File: src/rtl/codec_clkpwr_pkg.sv
// Shared types for the codec clock-mode / power-down controller.
package codec_clkpwr_pkg;

    // Progress of the transmit driver gate after a power-up.
    typedef enum logic [1:0] {
        TXG_OFF = 2'd0,   // no transmit frame seen yet
        TXG_ONE = 2'd1,   // first transmit frame seen
        TXG_ON  = 2'd2    // second frame seen: driver allowed
    } txg_state_t;

endpackage

File: src/rtl/pin_activity_classifier.sv
// Classifies a slow asynchronous pin as "clocked" or "static at a level".
// Assumes: the pin toggles far more often than once per WINDOW_CYCLES
// reference cycles when it carries a clock. The level is latched only
// while the pin is static and is held while it is clocked.
module pin_activity_classifier #(
    parameter int   WINDOW_CYCLES = 64,
    parameter int   SYNC_STAGES   = 2,
    parameter logic RESET_LEVEL   = 1'b0
) (
    input  logic clk,
    input  logic rst_n,
    input  logic pin_i,
    output logic clocked_o,
    output logic level_o
);
    localparam int CW = $clog2(WINDOW_CYCLES + 1);
    localparam logic [CW-1:0] LAST = CW'(WINDOW_CYCLES - 1);

    logic [SYNC_STAGES-1:0] sync_q;
    logic          prev_q;
    logic [CW-1:0] quiet_cnt_q;
    logic          clocked_q;
    logic          level_q;
    logic          edge_w;

    // Synchronizer chain, one flop per stage.
    genvar g;
    generate
        for (g = 0; g < SYNC_STAGES; g++) begin : g_sync
            if (g == 0) begin : g_first
                // Purpose: capture the raw pin.
                always_ff @(posedge clk) begin
                    if (!rst_n) sync_q[0] <= RESET_LEVEL;
                    else        sync_q[0] <= pin_i;
                end
            end else begin : g_next
                // Purpose: further metastability settling.
                always_ff @(posedge clk) begin
                    if (!rst_n) sync_q[g] <= RESET_LEVEL;
                    else        sync_q[g] <= sync_q[g-1];
                end
            end
        end
    endgenerate

    assign edge_w = sync_q[SYNC_STAGES-1] ^ prev_q;

    // Purpose: count quiet cycles and decide clocked vs static.
    always_ff @(posedge clk) begin
        if (!rst_n) begin
            prev_q      <= RESET_LEVEL;
            quiet_cnt_q <= '0;
            clocked_q   <= 1'b0;
            level_q     <= RESET_LEVEL;
        end else begin
            prev_q <= sync_q[SYNC_STAGES-1];
            if (edge_w) begin
                quiet_cnt_q <= '0;
                clocked_q   <= 1'b1;
            end else if (quiet_cnt_q == LAST) begin
                clocked_q <= 1'b0;
                level_q   <= sync_q[SYNC_STAGES-1];
            end else begin
                quiet_cnt_q <= quiet_cnt_q + 1'b1;
            end
        end
    end

    assign clocked_o = clocked_q;
    assign level_o   = level_q;


    toggle_marks_clocked_chk: assert property (@(posedge clk) disable iff (!rst_n)
        edge_w |=> clocked_q);


    level_hold_chk: assert property (@(posedge clk) disable iff (!rst_n)
        clocked_q |=> (!clocked_q || $stable(level_q)));

endmodule

File: src/rtl/frame_idle_timer.sv
// Watches both frame syncs. Any rising edge wakes the device; IDLE_CYCLES
// reference cycles without one put it to sleep. Starts asleep after reset.
// Assumes frame-sync pulses last at least one reference cycle.
module frame_idle_timer #(
    parameter int IDLE_CYCLES = 200000,
    parameter int SYNC_STAGES = 2
) (
    input  logic clk,
    input  logic rst_n,
    input  logic fs_tx_i,
    input  logic fs_rx_i,
    output logic asleep_o,
    output logic fsx_rise_o
);
    localparam int IW = $clog2(IDLE_CYCLES + 1);
    localparam logic [IW-1:0] LAST = IW'(IDLE_CYCLES - 1);

    logic [1:0]    stage_q [SYNC_STAGES];
    logic [1:0]    prev_q;
    logic [1:0]    rise_w;
    logic [IW-1:0] idle_cnt_q;
    logic          asleep_q;

    genvar g;
    generate
        for (g = 0; g < SYNC_STAGES; g++) begin : g_sync
            if (g == 0) begin : g_first
                // Purpose: capture both frame syncs ({rx, tx}).
                always_ff @(posedge clk) begin
                    if (!rst_n) stage_q[0] <= 2'b00;
                    else        stage_q[0] <= {fs_rx_i, fs_tx_i};
                end
            end else begin : g_next
                // Purpose: further metastability settling.
                always_ff @(posedge clk) begin
                    if (!rst_n) stage_q[g] <= 2'b00;
                    else        stage_q[g] <= stage_q[g-1];
                end
            end
        end
    endgenerate

    assign rise_w     = stage_q[SYNC_STAGES-1] & ~prev_q;
    assign fsx_rise_o = rise_w[0];

    // Purpose: inactivity count and sleep/wake state.
    always_ff @(posedge clk) begin
        if (!rst_n) begin
            prev_q     <= 2'b00;
            idle_cnt_q <= '0;
            asleep_q   <= 1'b1;
        end else begin
            prev_q <= stage_q[SYNC_STAGES-1];
            if (|rise_w) begin
                idle_cnt_q <= '0;
                asleep_q   <= 1'b0;
            end else if (!asleep_q) begin
                if (idle_cnt_q == LAST) asleep_q   <= 1'b1;
                else                    idle_cnt_q <= idle_cnt_q + 1'b1;
            end
        end
    end

    assign asleep_o = asleep_q;


    wake_on_frame_chk: assert property (@(posedge clk) disable iff (!rst_n)
        (|rise_w) |=> !asleep_q);


    sleep_needs_quiet_chk: assert property (@(posedge clk) disable iff (!rst_n)
        $rose(asleep_q) |-> !$past(|rise_w));


    stay_asleep_chk: assert property (@(posedge clk) disable iff (!rst_n)
        (asleep_q && !(|rise_w)) |=> asleep_q);

endmodule

File: src/rtl/tx_slot_gate.sv
// Keeps the transmit data driver off after a power-up until the second
// transmit frame sync. A transmit frame that arrives while the device is
// still down (the waking one) counts as the first.
module tx_slot_gate
    import codec_clkpwr_pkg::*;
(
    input  logic clk,
    input  logic rst_n,
    input  logic pwr_down_i,
    input  logic fsx_rise_i,
    output logic tx_en_o
);
    txg_state_t st_q;

    // Purpose: count transmit frames since the last power-down.
    always_ff @(posedge clk) begin
        if (!rst_n) begin
            st_q <= TXG_OFF;
        end else if (pwr_down_i) begin
            st_q <= fsx_rise_i ? TXG_ONE : TXG_OFF;
        end else if (fsx_rise_i) begin
            st_q <= (st_q == TXG_OFF) ? TXG_ONE : TXG_ON;
        end
    end

    assign tx_en_o = (st_q == TXG_ON) && !pwr_down_i;


    tx_needs_frame_chk: assert property (@(posedge clk) disable iff (!rst_n)
        $rose(tx_en_o) |-> $past(fsx_rise_i));

endmodule

File: src/rtl/codec_clk_pwr_ctrl.sv
// Top: derives clocking mode, divider choice and power-down request for a
// codec from two dual-purpose pins and the two frame syncs.
// Assumes the reference clock is much faster than every pin it watches.
module codec_clk_pwr_ctrl #(
    parameter int WINDOW_CYCLES = 64,
    parameter int IDLE_CYCLES   = 200000,
    parameter int SYNC_STAGES   = 2
) (
    input  logic clk,
    input  logic rst_n,
    input  logic mclk_pdn_i,
    input  logic bclk_sel_i,
    input  logic fs_tx_i,
    input  logic fs_rx_i,
    output logic pwr_down_o,
    output logic mclk_shared_o,
    output logic bclk_shared_o,
    output logic sel_2048_o,
    output logic tx_drive_en_o
);
    logic mclk_clocked, mclk_level;
    logic bclk_clocked, bclk_level;
    logic asleep, fsx_rise;
    logic pd_w;

    pin_activity_classifier #(
        .WINDOW_CYCLES(WINDOW_CYCLES), .SYNC_STAGES(SYNC_STAGES), .RESET_LEVEL(1'b1)
    ) u_mclk_cls (
        .clk(clk), .rst_n(rst_n), .pin_i(mclk_pdn_i),
        .clocked_o(mclk_clocked), .level_o(mclk_level)
    );

    pin_activity_classifier #(
        .WINDOW_CYCLES(WINDOW_CYCLES), .SYNC_STAGES(SYNC_STAGES), .RESET_LEVEL(1'b0)
    ) u_bclk_cls (
        .clk(clk), .rst_n(rst_n), .pin_i(bclk_sel_i),
        .clocked_o(bclk_clocked), .level_o(bclk_level)
    );

    frame_idle_timer #(
        .IDLE_CYCLES(IDLE_CYCLES), .SYNC_STAGES(SYNC_STAGES)
    ) u_idle (
        .clk(clk), .rst_n(rst_n), .fs_tx_i(fs_tx_i), .fs_rx_i(fs_rx_i),
        .asleep_o(asleep), .fsx_rise_o(fsx_rise)
    );

    // Power-down: idle timeout, or master-clock pin held high.
    assign pd_w = asleep | (~mclk_clocked & mclk_level);

    tx_slot_gate u_txg (
        .clk(clk), .rst_n(rst_n), .pwr_down_i(pd_w), .fsx_rise_i(fsx_rise),
        .tx_en_o(tx_drive_en_o)
    );

    assign pwr_down_o    = pd_w;
    assign mclk_shared_o = ~mclk_clocked & ~mclk_level;
    assign bclk_shared_o = ~bclk_clocked;
    assign sel_2048_o    = ~bclk_level;

endmodule

File: config.mk
export PLATFORM = sky130hd
export DESIGN_NAME = codec_clk_pwr_ctrl
export DESIGN_NICKNAME = d
export VERILOG_FILES = /design/src/rtl/codec_clkpwr_pkg.sv /design/src/rtl/pin_activity_classifier.sv /design/src/rtl/frame_idle_timer.sv /design/src/rtl/tx_slot_gate.sv /design/src/rtl/codec_clk_pwr_ctrl.sv
export SDC_FILE = /design/constraint.sdc
export NUM_CORES = 1
export LEC_CHECK = 0
export ABC_AREA = 1
export BUFFER_PORTS_ARGS = -buffer_cell sky130_fd_sc_hd__buf_2
export CORE_ASPECT_RATIO = 0.8
export CORE_MARGIN = 5
export CORE_UTILIZATION = 30
export CTS_CLUSTER_DIAMETER = 200
export DETAILED_ROUTE_END_ITERATION = 16
export GPL_TIMING_DRIVEN = 0
export PLACE_DENSITY = 0.53
export SYNTH_ARGS = -nofsm -noshare
export SYNTH_HDL_FRONTEND = slang
export SYNTH_SLANG_ARGS = --single-unit
File: constraint.sdc
create_clock -name clk -period 1.3 [get_ports clk]
set_input_delay 0.13 -clock clk [delete_from_list [all_inputs] [get_ports clk]]
set_output_delay 0.13 -clock clk [all_outputs]
set_load 0.02 [all_outputs]
; ---- After elaboration in Yosys (flattened, before gate mapping)
; Memory sizes are Yosys's and may differ from the RTL's.
; Index checks and enable logic that the tools add are counted.
[op_classes]
n_mux = 15
shift = 0
addsub = 3
mul = 0
n_eq_ne = 4
bitwise = 18
magnitude_cmp = 0
n_reduce_logical = 13
div = 0
[op_table]
columns = cell, count
row1 = 18-bit by 1-bit adder with 18-bit output (second input constant), 1
row2 = 18-bit equality test (second input constant), 1
row3 = 7-bit by 1-bit adder with 7-bit output (second input constant), 2
row4 = 7-bit by 6-bit equality test with 1-bit output (second input constant), 2
row5 = 1-bit 2-to-1 mux, 10
row6 = 2-bit 2-to-1 mux, 5
row7 = 1-bit inverter, 9
row8 = 2-bit AND reduction, 3
row9 = 2-bit nonzero test, 3
row10 = 2-bit OR reduction, 3
row11 = 1-bit bitwise OR, 3
row12 = 3-bit OR reduction, 1
row13 = 1-bit bitwise AND, 2
row14 = 2-bit bitwise AND, 1
row15 = 2-bit equality test (second input constant), 1
row16 = 2-bit zero test, 1
row17 = 2-bit inverter, 1
row18 = 1-bit bitwise XOR, 2
row19 = 1-bit logical AND, 1
row20 = 1-bit zero test, 1
[word_totals]
romBits = 0
latch_bits = 0
out_inout_bits = 5
in_bits = 6
reg_bits = 47
mem_bits_rw = 4
elab_cells = 70
n_memories = 1
[mem_list]
columns = name, depth, word_bits, rd, rd_ports_with_merged_regs, write_ports, line_no
row1 = u_idle.stage_q, 2, 2, 2, 0, 2, frame_idle_timer.sv:18  ; logic [1:0] stage_q [SYNC_STAGES];

; ---- Logic depth before layout (Yosys ltp)
; Gate-level depths: netlist (run 1).
[depth]
word_depth = 5
depth_mapped = 9

; ---- Hierarchy
; From an unflattened synthesis (run 1), not the netlist that was laid out.
[hier_totals]
cells_unflattened = 345
area_unflattened_um2 = 2388.5
[by_module_without_submodules]
columns = module, n_inst, cells_each, area_per_inst_um2, seq_area_each_um2
row1 = frame_idle_timer, 1, 184, 1253.7, 500.5
row2 = pin_activity_classifier (u_bclk_cls), 1, 73, 524.3, 240.2
row3 = pin_activity_classifier (u_mclk_cls), 1, 67, 495.5, 240.2
row4 = tx_slot_gate, 1, 14, 88.8, 40.0
row5 = codec_clk_pwr_ctrl, 1, 7, 26.3, 0.0

; ---- Worst setup path after synthesis (run 1)
; No wires, ideal clock.
[synth_path]
kind = flip-flop to flip-flop
from = register u_idle.idle_cnt_q[0]
to = register u_idle.idle_cnt_q[1]
path_stages_with_launch = 9
path_buffers = 0
t_arrival_ns = 1.239
setup_slack_ns = -0.051
setup_ns = 0.113
required_time_ns = 1.187
path_cell_list = dfxtp_1 ha_1 nand3_1 nor2_1 nand3_2 nand2_2 inv_2 nor2_1 nor2_1
[synth_between]
elab_chain_cells = 3
[synth_rtl]
columns = element, line_no
row1 = start: declaration, frame_idle_timer.sv:21  ; logic [IW-1:0] idle_cnt_q;
row2 = start signal: assignment, frame_idle_timer.sv:59  ; else idle_cnt_q <= idle_cnt_q + 1'b1;
row3 = branches (longest 3 deep; another with 18-bit by 1-bit adder with 18-bit output), n/a
; Several ways; the timed one is not identified.
; A chain may end at the register's enable or synchronous reset.

; ---- Final worst setup path (run 1)
[layout_path]
from = register u_idle.asleep_q (netlist: u_idle.asleep_o)
to = output port tx_drive_en_o
[layout_between]
elab_chain_cells = 3
[layout_rtl]
columns = element, line_no
row1 = start: declaration, frame_idle_timer.sv:22  ; logic asleep_q;
row2 = start signal: assignment, frame_idle_timer.sv:51  ; asleep_q <= 1'b1;
row3 = start signal: assignment, frame_idle_timer.sv:56  ; asleep_q <= 1'b0;
row4 = start signal: assignment, frame_idle_timer.sv:58  ; if (idle_cnt_q == LAST) asleep_q <= 1'b1;
row5 = 1-bit bitwise OR, codec_clk_pwr_ctrl.sv:48  ; assign pd_w = asleep | (~mclk_clocked & mclk_level);
row6 = 1-bit zero test, tx_slot_gate.sv:26  ; assign tx_en_o = (st_q == TXG_ON) && !pwr_down_i;
row7 = 1-bit logical AND, tx_slot_gate.sv:26
row8 = end: declaration, codec_clk_pwr_ctrl.sv:19  ; output logic tx_drive_en_o
; No other way between the ends.

==> flow_summary_export.csv, run 1 <==
group,metric,value,unit
status,status,"finished with violations",
status,violations,"negative setup slack",
critical_path,timing.rr.end,"u_idle.idle_cnt_q[12]",
critical_path,r2r_cells,8,
yosys,synthesis.area,2356,um2
floorplanning,pin_count,11,
routing,vias_per_cell,4.371,
routing,num_vias,2107,
timing,tightest_slew,0.4074,ns
critical_path,crit_path_cell_trace,"a21oi_4, inv_2, nor3_4, buf_6",
yosys,ys_ff_latch,51,
critical_path,slowest_stage,"dfxtp_4",
cts,cts_tree,"built",
cells_and_area,n_fill_cell,775,
critical_path,cpPeakStageDelay,0.39,ns
place,port_buffers,10,
timing,layout_min_cycle_time,1.352,ns
floorplanning,initial_core_util,31.28,%
hold_path,worstHoldEndpoint,"u_idle.stage_q[0][0]",
yosys,synth_top_family_by_area,"simple AND/OR/NAND/NOR gates",
floorplanning,die_h,89.27,um
routing,antenna_left,0,
routing,wl,4913,um
global_route,grt_pass1_vias,1838,
timing,rsz0062_at_grt,"yes",
critical_path,cp.buffers_inverters,2,
hold_path,hold_class,"primary input to flop",
cts,cts_root_buf,"clkbuf_8",
cells_and_area,final_common_cell,"nand2_1",
power_and_ir_drop,leakagePower,1.358,nW
yosys,synth_top_area_share,43.34,%
cells_and_area,final_cell_mix,"nand2_1, inv_1, nor2_1",
yosys,synth-main-ff-cell,"dfxtp_1",
routing,first_pass_iters,4,
global_route,track_usage,10.65,%
routing,wl_per_cell,10.19,um
yosys,synth_nets,350,
yosys,yosys.cell_types.count,29,
cts,htree_levels,2,
global_route,gr-total-overflow,0,
yosys,synth_edf_count,0,
global_route,antenna_found_initial,0,
cells_and_area,n_antenna_cell,0,
timing,slew_viol_final,0,
cts,cts_buffers,5,
global_route,grt_max_degree,17,
timing,clock_skew,0.008451,ns
yosys,synth_cells,341,
cells_and_area,area_growth,31.17,%
floorplanning,die_w,109.1,um
yosys,synthAdderAreaFrac,1.593,%
timing,finalSetupViolCount,3,
yosys,synthArstFlopShare,0,%
critical_path,cp.depth,4,
yosys,yosysTopAreaCell,"dfxtp_1",
critical_path,r2r-start,"u_idle.idle_cnt_q[13]",
job,drv_cap,0,
critical_path,regToRegSetupSlack,-0.01,ns
yosys,synth-simple-area-share,33.94,%
cts,clock-sinks,51,
hold_path,holdPathStages,3,
yosys,yosys_warnings,0,
critical_path,path_class,"flop to primary output",
critical_path,arrival,1.22,ns
global_route,grt_pass1_wl,8204,um
critical_path,cp.required,1.17,ns
cts,clockBufferDepth,2,
timing,finalHoldViolations,0,
critical_path,worst_setup_path_end_kind,"primary output",
place,place_inst,456,
place,hpwl,3320,um
cells_and_area,post-route-util,41.03,%
hold_path,hp-start,"fs_tx_i",
power_and_ir_drop,vdd.ir_drop.worst,0.5528,mV
critical_path,crit_family,"flip-flops",
critical_path,cp_max_fo,6,
cells_and_area,fin_area,3090,um2
cells_and_area,layout-drive-gt1-share,29.44,%
timing,period_share,104.0,%
routing,drc,0,
timing,setup_tns,-0.06721,ns
floorplanning,core,7532,um2
floorplanning,rows,28,
place,place_area,2542,um2
timing,setup_ws,-0.05202,ns
routing,drt_iter0_drc,94,
power_and_ir_drop,cellPowerDensity,971.4,nW/um2
timing,hold_ws,0.01142,ns
cells_and_area,fin_cells,482,
cts,cts.clk_slew.worst_paths,0.10,ns
timing,max_freq,739.6,MHz
cts,worstSkewPairLatency,0.30,ns
yosys,syn_area_per_cell,6.909,um2
place,gp_congestion,0.8167,
floorplanning,die-area,9737,um2
timing,relSlewSlack,72.84,%
cells_and_area,nets,385,
yosys,synth_compound_area_share,8.816,%
yosys,ys_top_cells_by_area,"dfxtp_1, nand2_1, nor2_1",
critical_path,worst_setup_path_start_kind,"flop",
yosys,synth_seq_area_share,43.34,%
yosys,synthMuxAreaShare,0,%
yosys,yosys.area_share.xor_xnor,1.859,%
## repair_timing
action | in CTS | in global routing
buffers inserted | 11 | 5
pin swaps | 13 | 20
cloned | 0 | 0
hold endpoints to repair | 2 | 0
setup endpoints to repair | 33 | 29
gates resized for setup | 50 | 45
hold buffers | 2 | 0
## cells by family after synthesis
logic type,count (synthesis)
and+or+nand+nor,179
buffers and inverters,64
DFF,51
AOI/OAI and AO/OA,39
xor gates and xnor gates,5
adders and majority gates,3
## per-stage QoR
step                      power (W)  setup slack, ns
final                      0.003002         -0.05202
after global routing       0.003158          -0.1487
after CTS                  0.003007          -0.1290
after detailed placement   0.001838          -0.1709
after global placement     0.001835          -0.1982
after floorplan            0.001790        0.0008336
## state kept, by name, indices dropped and copies added (netlist names)
name,flops
u_bclk_cls.level_o,1
u_bclk_cls.clocked_o,1
u_idle.asleep_o,1
u_mclk_cls.level_o,1
u_mclk_cls.quiet_cnt_q,7
u_mclk_cls.prev_q,1
u_idle.idle_cnt_q,18
u_idle.prev_q,2
u_txg.st_q,2
u_mclk_cls.sync_q,2
u_bclk_cls.quiet_cnt_q,7
u_bclk_cls.sync_q,2
u_bclk_cls.prev_q,1
u_mclk_cls.clocked_o,1
u_idle.stage_q,4
## Yosys cell counts (2+ instances only)
cell type	n
nor2_1	59
ha_1	3
nand3_1	17
inv_1	56
dfxtp_1	51
nor2_4	2
nand3_2	3
nand2_2	2
o21ai_1	2
xnor2_1	3
a31oi_1	2
buf_2	2
xor2_1	2
nor2_2	3
inv_2	4
nand2_1	71
a211oi_1	3
a21oi_1	15
o21ai_0	16
nand4_1	7
or2_2	6
nor3_1	5
## power by group
| part | internal, W | total [W] | switching, W |
|---|---|---|---|
| clock network | 0.000574 | 0.00111 | 0.000536 |
| logic | 0.000118 | 0.000252 | 0.000133 |
| registers | 0.00160 | 0.00164 | 0.0000400 |
| total | 0.00229 | 0.00300 | 0.000709 |
## routing by layer
metal	vias to the layer above	global-route usage (%)	wire length, um
li1	1130	-	-
met1	939	14.74	2557
met2	32	16.39	2103
met3	6	2.527	205
met4	0	3.440	47
met5	-	0	0
## worst max-delay path by stage
stage	from	endpoint	slack, ns
floorplan	u_idle.idle_cnt_q[0]	u_idle.idle_cnt_q[1]	0.0008
global placement	u_idle.idle_cnt_q[0]	u_idle.idle_cnt_q[1]	-0.20
detailed placement	u_mclk_cls.quiet_cnt_q[0]	u_mclk_cls.clocked_o	-0.17
CTS	u_mclk_cls.clocked_o	tx_drive_en_o	-0.13
global route	u_idle.idle_cnt_q[0]	u_idle.idle_cnt_q[12]	-0.15
finish	u_idle.asleep_o	tx_drive_en_o	-0.05
## worst reg2reg max path: stages (launching register included)
cell     delay [ns]
dfxtp_1        0.34
inv_1          0.09
nand2_1        0.05
nor3_1         0.31
nand3_4        0.20
nand2_2        0.09
nand2_1        0.05
nand2_1        0.05
nor2_1         0.04
## cell type report
cell class              count  area [um2]  area share, %
inverters                  60       227.7          7.368
flip-flops and latches     51        1059          34.25
clock buffers               5       68.82          2.227
repair buffers             28       210.2          6.802
plain buffers               4       26.28         0.8502
clock inverters             3       43.79          1.417
multi-input cells         226        1324          42.83
well taps                 105       131.4          4.251
Note: power is estimated with default switching activity, not from simulation.
==> run 2: changes to the inputs <==
Settings changed: ABC_AREA 1 to unset.
==> flow_summary_export.csv, run 2 <==
group,metric,value,unit
job,drv_cap,0,
timing,tightest_slew,0.4821,ns
hold_path,hold_class,"primary input to flop",
critical_path,worst_setup_path_end_kind,"flop",
place,gp_congestion,0.7580,
timing,finalSetupViolCount,22,
yosys,yosys_warnings,0,
cts,clockBufferDepth,2,
power_and_ir_drop,p_sw,0.0006713,W
yosys,synthesis.area,2133,um2
yosys,ys_ff_latch,51,
cells_and_area,largest_reg_flops,18,
power_and_ir_drop,p_int,0.002327,W
critical_path,crit_path_cell_trace,"or4_4, nor3_4, buf_6, a21oi_2, mux2i_1",
cells_and_area,fin_cells,364,
cts,clock-sinks,51,
global_route,grt_pass1_vias,1668,
floorplanning,rows,27,
cts,cts.clk_slew.worst_paths,0.10,ns
place,place_area,2367,um2
critical_path,cpPeakStageDelay,0.55,ns
global_route,grt_max_degree,17,
critical_path,cp.required,1.50,ns
floorplanning,core,6892,um2
critical_path,worst_setup_path_start_kind,"flop",
cts,worstSkewPairLatency,0.31,ns
power_and_ir_drop,vdd.ir_drop.worst,0.5066,mV
global_route,gr-total-overflow,0,
global_route,grt_pass1_wl,7790,um
timing,setup_tns,-3.178,ns
cells_and_area,top_regs,"u_idle.idle_cnt_q x18, u_bclk_cls.quiet_cnt_q x7, u_mclk_cls.quiet_cnt_q x7",
yosys,yosysMostFrequentCell,"dfxtp_1",
timing,rsz0062_at_grt,"yes",
place,port_buffers,10,
status,violations,"negative setup slack",
cells_and_area,top_register,"u_idle.idle_cnt_q",
floorplanning,initial_core_util,30.95,%
routing,wl_per_cell,12.44,um
power_and_ir_drop,p_seq_share,54.6,%
cells_and_area,n_fill_cell,710,
cells_and_area,final_cell_mix,"dfxtp_1, nand2_1, buf_4",
cells_and_area,final_common_cell,"dfxtp_1",
routing,first_pass_iters,4,
yosys,yosys.cell_types.count,51,
timing,relSlewSlack,67.86,%
timing,finalHoldViolations,0,
cts,htree_levels,2,
yosys,syn_area_per_cell,9.117,um2
global_route,antenna_found_initial,0,
yosys,synth_seq_area_share,47.86,%
cts,cts_root_buf,"clkbuf_8",
routing,drc,0,
power_and_ir_drop,pwr-share-comb,6.3,%
cells_and_area,layout-drive-gt1-share,35.38,%
yosys,yosysTopAreaCell,"dfxtp_1",
cells_and_area,n_antenna_cell,0,
status,status,"finished with violations",
yosys,synth_nets,243,
routing,num_vias,1751,
routing,wl,4529,um
place,hpwl,2937,um
floorplanning,die_h,85.43,um
cts,cts_tree,"built",
yosys,synthArstFlopShare,0,%
yosys,synth_edf_count,0,
timing,clock_skew,0.01026,ns
power_and_ir_drop,clkPwrFrac,39.1,%
critical_path,crit_family,"simple AND/OR/NAND/NOR gates",
timing,max_freq,642.2,MHz
cts,cts_buffers,5,
yosys,synth-main-ff-cell,"dfxtp_1",
power_and_ir_drop,cellPowerDensity,1056,nW/um2
critical_path,path_class,"flop to flop",
timing,period_share,119.8,%
timing,layout_min_cycle_time,1.557,ns
critical_path,arrival,1.76,ns
routing,antenna_left,0,
yosys,synth_cells,234,
timing,setup_ws,-0.2571,ns
place,place_inst,331,
routing,vias_per_cell,4.810,
global_route,track_usage,10.59,%
yosys,ys_top_cells_by_area,"dfxtp_1, nand2_1, nor2_1",
floorplanning,pin_count,11,
power_and_ir_drop,leakagePower,1.041,nW
cells_and_area,nets,285,
floorplanning,die_w,104.3,um
critical_path,slowest_stage,"or4_4",
timing,slew_viol_final,0,
yosys,synthTopCellsByCount,"dfxtp_1, nand2_1, nor2_1, a21oi_1, and2_1",
routing,drt_iter0_drc,66,
power_and_ir_drop,swShare,22.39,%
cells_and_area,fin_area,2838,um2
floorplanning,die-area,8908,um2
power_and_ir_drop,fin_total_pwr,0.002998,W
critical_path,cp_max_fo,6,
critical_path,cp.buffers_inverters,1,
cells_and_area,area_growth,33.02,%
yosys,synth_top_area_share,47.86,%
[run 2: cell count changes after synthesis, moves of 6 or more]
| cell | before | now |
|---|---|---|
| nand2_1 | 71 | 21 |
| inv_1 | 56 | 9 |
| nor2_1 | 59 | 19 |
| and2_1 | 0 | 10 |
| nand3_1 | 17 | 9 |
| o21ai_0 | 16 | 9 |
| or2_2 | 6 | 0 |
[run 2: cell families (layout without fill, tap and decap cells)]
kind of cell / Yosys count / after routing / share of synthesized area, %
xor gates and xnor gates: 12 / 12 / 4.927
and+or+nand+nor: 105 / 105 / 27.80
DFF: 51 / 51 / 47.86
buffers and inverters: 15 / 58 / 2.698
adders and majority gates: 3 / 3 / 1.760
AOI/OAI and AO/OA: 45 / 45 / 13.55
muxes: 3 / 3 / 1.408
[run 2: final cells by class]
class / count / area, um2 / share of cell area [%]
Clock inverter: 2 / 38.79 / 1.367
Timing Repair Buffer: 37 / 290.3 / 10.23
Tap cell: 87 / 108.9 / 3.836
Sequential cell: 51 / 1060 / 37.35
Buffer: 4 / 26.28 / 0.9259
Inverter: 9 / 33.78 / 1.190
Clock buffer: 6 / 82.58 / 2.910
Multi-Input combinational cell: 168 / 1197 / 42.20
[run 2: path summary, 6_finish.rpt]
check,slack [ns],start,to,cells after the start
hold / removal,0.02,fs_tx_i,u_idle.stage_q[0][0],2
setup reg to reg,-0.26,u_idle.idle_cnt_q[12],u_idle.idle_cnt_q[1],5
hold reg to reg,0.41,u_mclk_cls.sync_q[0],u_mclk_cls.sync_q[1],1
setup / recovery,-0.26,u_idle.idle_cnt_q[12],u_idle.idle_cnt_q[1],5
[run 2: power by group through the flow]
stage	combinational (W)	clock, W	sequential, W
after global routing	0.000215	0.00129	0.00164
after CTS	0.000179	0.00122	0.00164
after floorplan	0.000107	0	0.00168
after global placement	0.000144	0	0.00168
final	0.000189	0.00117	0.00164
after detailed placement	0.000146	0	0.00168
[run 2: repair_timing]
| action | in CTS | in global routing |
|---|---|---|
| endpoints found under the setup margin | 34 | 33 |
| hold buffers | 1 | 0 |
| setup buffers | 16 | 10 |
| gates resized for setup | 32 | 23 |
| hold endpoints to repair | 1 | 0 |
| pin swaps | 18 | 15 |
[run 2: through the flow]
step                      hold slack [ns]  setup WS, ns  util, %
after floorplan                    0.2030       -0.1513        -
after global placement             0.3325       -0.3161    34.35
after detailed placement           0.3223       -0.3138    34.35
after CTS                         0.01072       -0.2490    39.00
after global routing              0.01153       -0.3140    41.18
final                             0.02016       -0.2571    41.18
[run 2: layer usage]
metal / vias up / share of wire (%) / track usage (%)
li1: 932 / - / -
met3: 4 / 2.3 / 3.878
met1: 804 / 53 / 14.29
met5: - / 0 / 0
met2: 11 / 44 / 15.70
met4: 0 / 0.93 / 3.294
==> run 3: changes to the inputs <==
Settings changed: REMOVE_ABC_BUFFERS set to 1.
==> flow_summary_export.csv, run 3 (same netlist as run 2, synthesis figures left out) <==
group,metric,value,unit
place,place_area,2268,um2
routing,wl_per_cell,12.73,um
floorplanning,pin_count,11,
critical_path,regToRegSetupSlack,-0.37,ns
hold_path,hold_class,"primary input to flop",
place,gp_congestion,0.7507,
routing,drc,0,
critical_path,r2r_cells,5,
critical_path,worst_setup_path_end_kind,"flop",
timing,period_share,128.6,%
status,violations,"negative setup slack",
timing,slew_viol_final,0,
critical_path,path_class,"flop to flop",
cells_and_area,final_common_cell,"dfxtp_1",
cts,clockBufferDepth,2,
routing,num_vias,1838,
timing,setup_tns,-3.681,ns
hold_path,worstHoldEndpoint,"u_idle.stage_q[0][1]",
cells_and_area,top_register,"u_idle.idle_cnt_q",
timing,finalHoldViolations,0,
routing,vias_per_cell,4.995,
power_and_ir_drop,leakagePower,1.077,nW
cells_and_area,largest_reg_flops,18,
power_and_ir_drop,cellPowerDensity,958.5,nW/um2
cells_and_area,area_growth,37.83,%
place,port_buffers,10,
power_and_ir_drop,fin_total_pwr,0.002818,W
place,hpwl,2615,um
critical_path,timing.rr.end,"u_idle.idle_cnt_q[5]",
floorplanning,die_h,85.43,um
hold_path,hp-start,"fs_rx_i",
timing,hold_ws,0.01640,ns
cells_and_area,nets,289,
critical_path,cp.required,1.52,ns
cells_and_area,top_regs,"u_idle.idle_cnt_q x18, u_bclk_cls.quiet_cnt_q x7, u_mclk_cls.quiet_cnt_q x7",
cells_and_area,final_cell_mix,"dfxtp_1, buf_4, nand2_1",
place,place_ws,-0.6188,ns
timing,max_freq,598.2,MHz
cts,htree_levels,2,
timing,tightest_slew,0.4071,ns
floorplanning,core,6892,um2
global_route,gr-total-overflow,0,
cts,worstSkewPairLatency,0.31,ns
routing,first_pass_iters,5,
global_route,grt_pass1_vias,1750,
floorplanning,die_w,104.3,um
critical_path,r2r-start,"u_idle.idle_cnt_q[9]",
routing,antenna_left,0,
cts,cts_tree,"built",
hold_path,holdPathStages,2,
cts,cts_root_buf,"clkbuf_8",
floorplanning,initial_core_util,30.95,%
cells_and_area,layout-drive-gt1-share,40.21,%
job,drv_cap,0,
global_route,grt_max_degree,25,
timing,setup_ws,-0.3717,ns
cells_and_area,n_fill_cell,698,
critical_path,worst_setup_path_start_kind,"flop",
cts,cts_buffers,5,
status,status,"finished with violations",
floorplanning,rows,27,
timing,rsz0062_at_grt,"yes",
critical_path,arrival,1.89,ns
global_route,grt_pass1_wl,7859,um
power_and_ir_drop,vdd.ir_drop.worst,0.6434,mV
cells_and_area,fin_area,2940,um2
global_route,track_usage,10.39,%
routing,drt_iter0_drc,65,
timing,relSlewSlack,72.86,%
floorplanning,die-area,8908,um2
timing,clock_skew,0.009813,ns
cts,clock-sinks,51,
timing,finalSetupViolCount,20,
routing,wl,4685,um
critical_path,cp_max_fo,6,
cts,cts.clk_slew.worst_paths,0.11,ns
cells_and_area,n_antenna_cell,0,
global_route,antenna_found_initial,0,
timing,layout_min_cycle_time,1.672,ns
run 3: area by class of cell:
type                            count  area, um2  area share [%]
Multi-Input combinational cell    168       1276           43.40
Clock inverter                      3      27.53          0.9362
Tap cell                           87      108.9           3.702
Sequential cell                    51       1064           36.17
Inverter                            9      33.78           1.149
Clock buffer                        5      68.82           2.340
Timing Repair Buffer               45      361.6           12.30
run 3: worst max-delay path by stage:
stage,from,endpoint,slack (ns)
finish,u_idle.idle_cnt_q[9],u_idle.idle_cnt_q[5],-0.37
global route,u_idle.idle_cnt_q[6],u_idle.idle_cnt_q[5],-0.42
CTS,u_idle.idle_cnt_q[6],u_idle.idle_cnt_q[1],-0.33
detailed placement,rst_n,u_idle.idle_cnt_q[12],-0.62
global placement,rst_n,u_idle.idle_cnt_q[12],-0.62
floorplan,u_idle.idle_cnt_q[0],u_idle.idle_cnt_q[12],-0.23
run 3: what timing repair did:
action                                 4_1_cts  5_1_grt
endpoints found under the hold margin        1        0
setup buffers                               21       13
setup endpoints to repair                   37       35
gates resized for setup                     57       36
pin swaps                                   21       21
hold buffers                                 1        0
run 3: metrics by stage:
| stage | instances | utilization (%) |
|---|---|---|
| after floorplan | 228 | - |
| after global placement | 325 | 32.92 |
| after detailed placement | 325 | 32.92 |
| after CTS | 355 | 39.11 |
| after global routing | 368 | 42.67 |
| final | 368 | 42.67 |
run 3: worst max-delay path, cell delays in order, from the launching register on:
cell	delay, ns
dfxtp_4	0.38
or4b_4	0.50
nor3_4	0.28
buf_4	0.17
nand2_4	0.05
a211oi_2	0.20
run 3: report_power, final:
group / leakage [nW] / total (W) / internal, W / switching [W]
registers: 0.424 / 0.00163 / 0.00160 / 0.0000366
logic: 0.607 / 0.000204 / 0.000102 / 0.000102
clock network: 0.0467 / 0.000982 / 0.000400 / 0.000581
total: 1.08 / 0.00282 / 0.00210 / 0.000720
run 3: routing by layer:
metal	share of wire [%]	global-route usage, %	up-vias
met5	0	0	-
met4	1.3	3.176	0
met3	4.4	2.662	7
met2	46	16.56	32
met1	48	13.81	865
li1	-	-	934
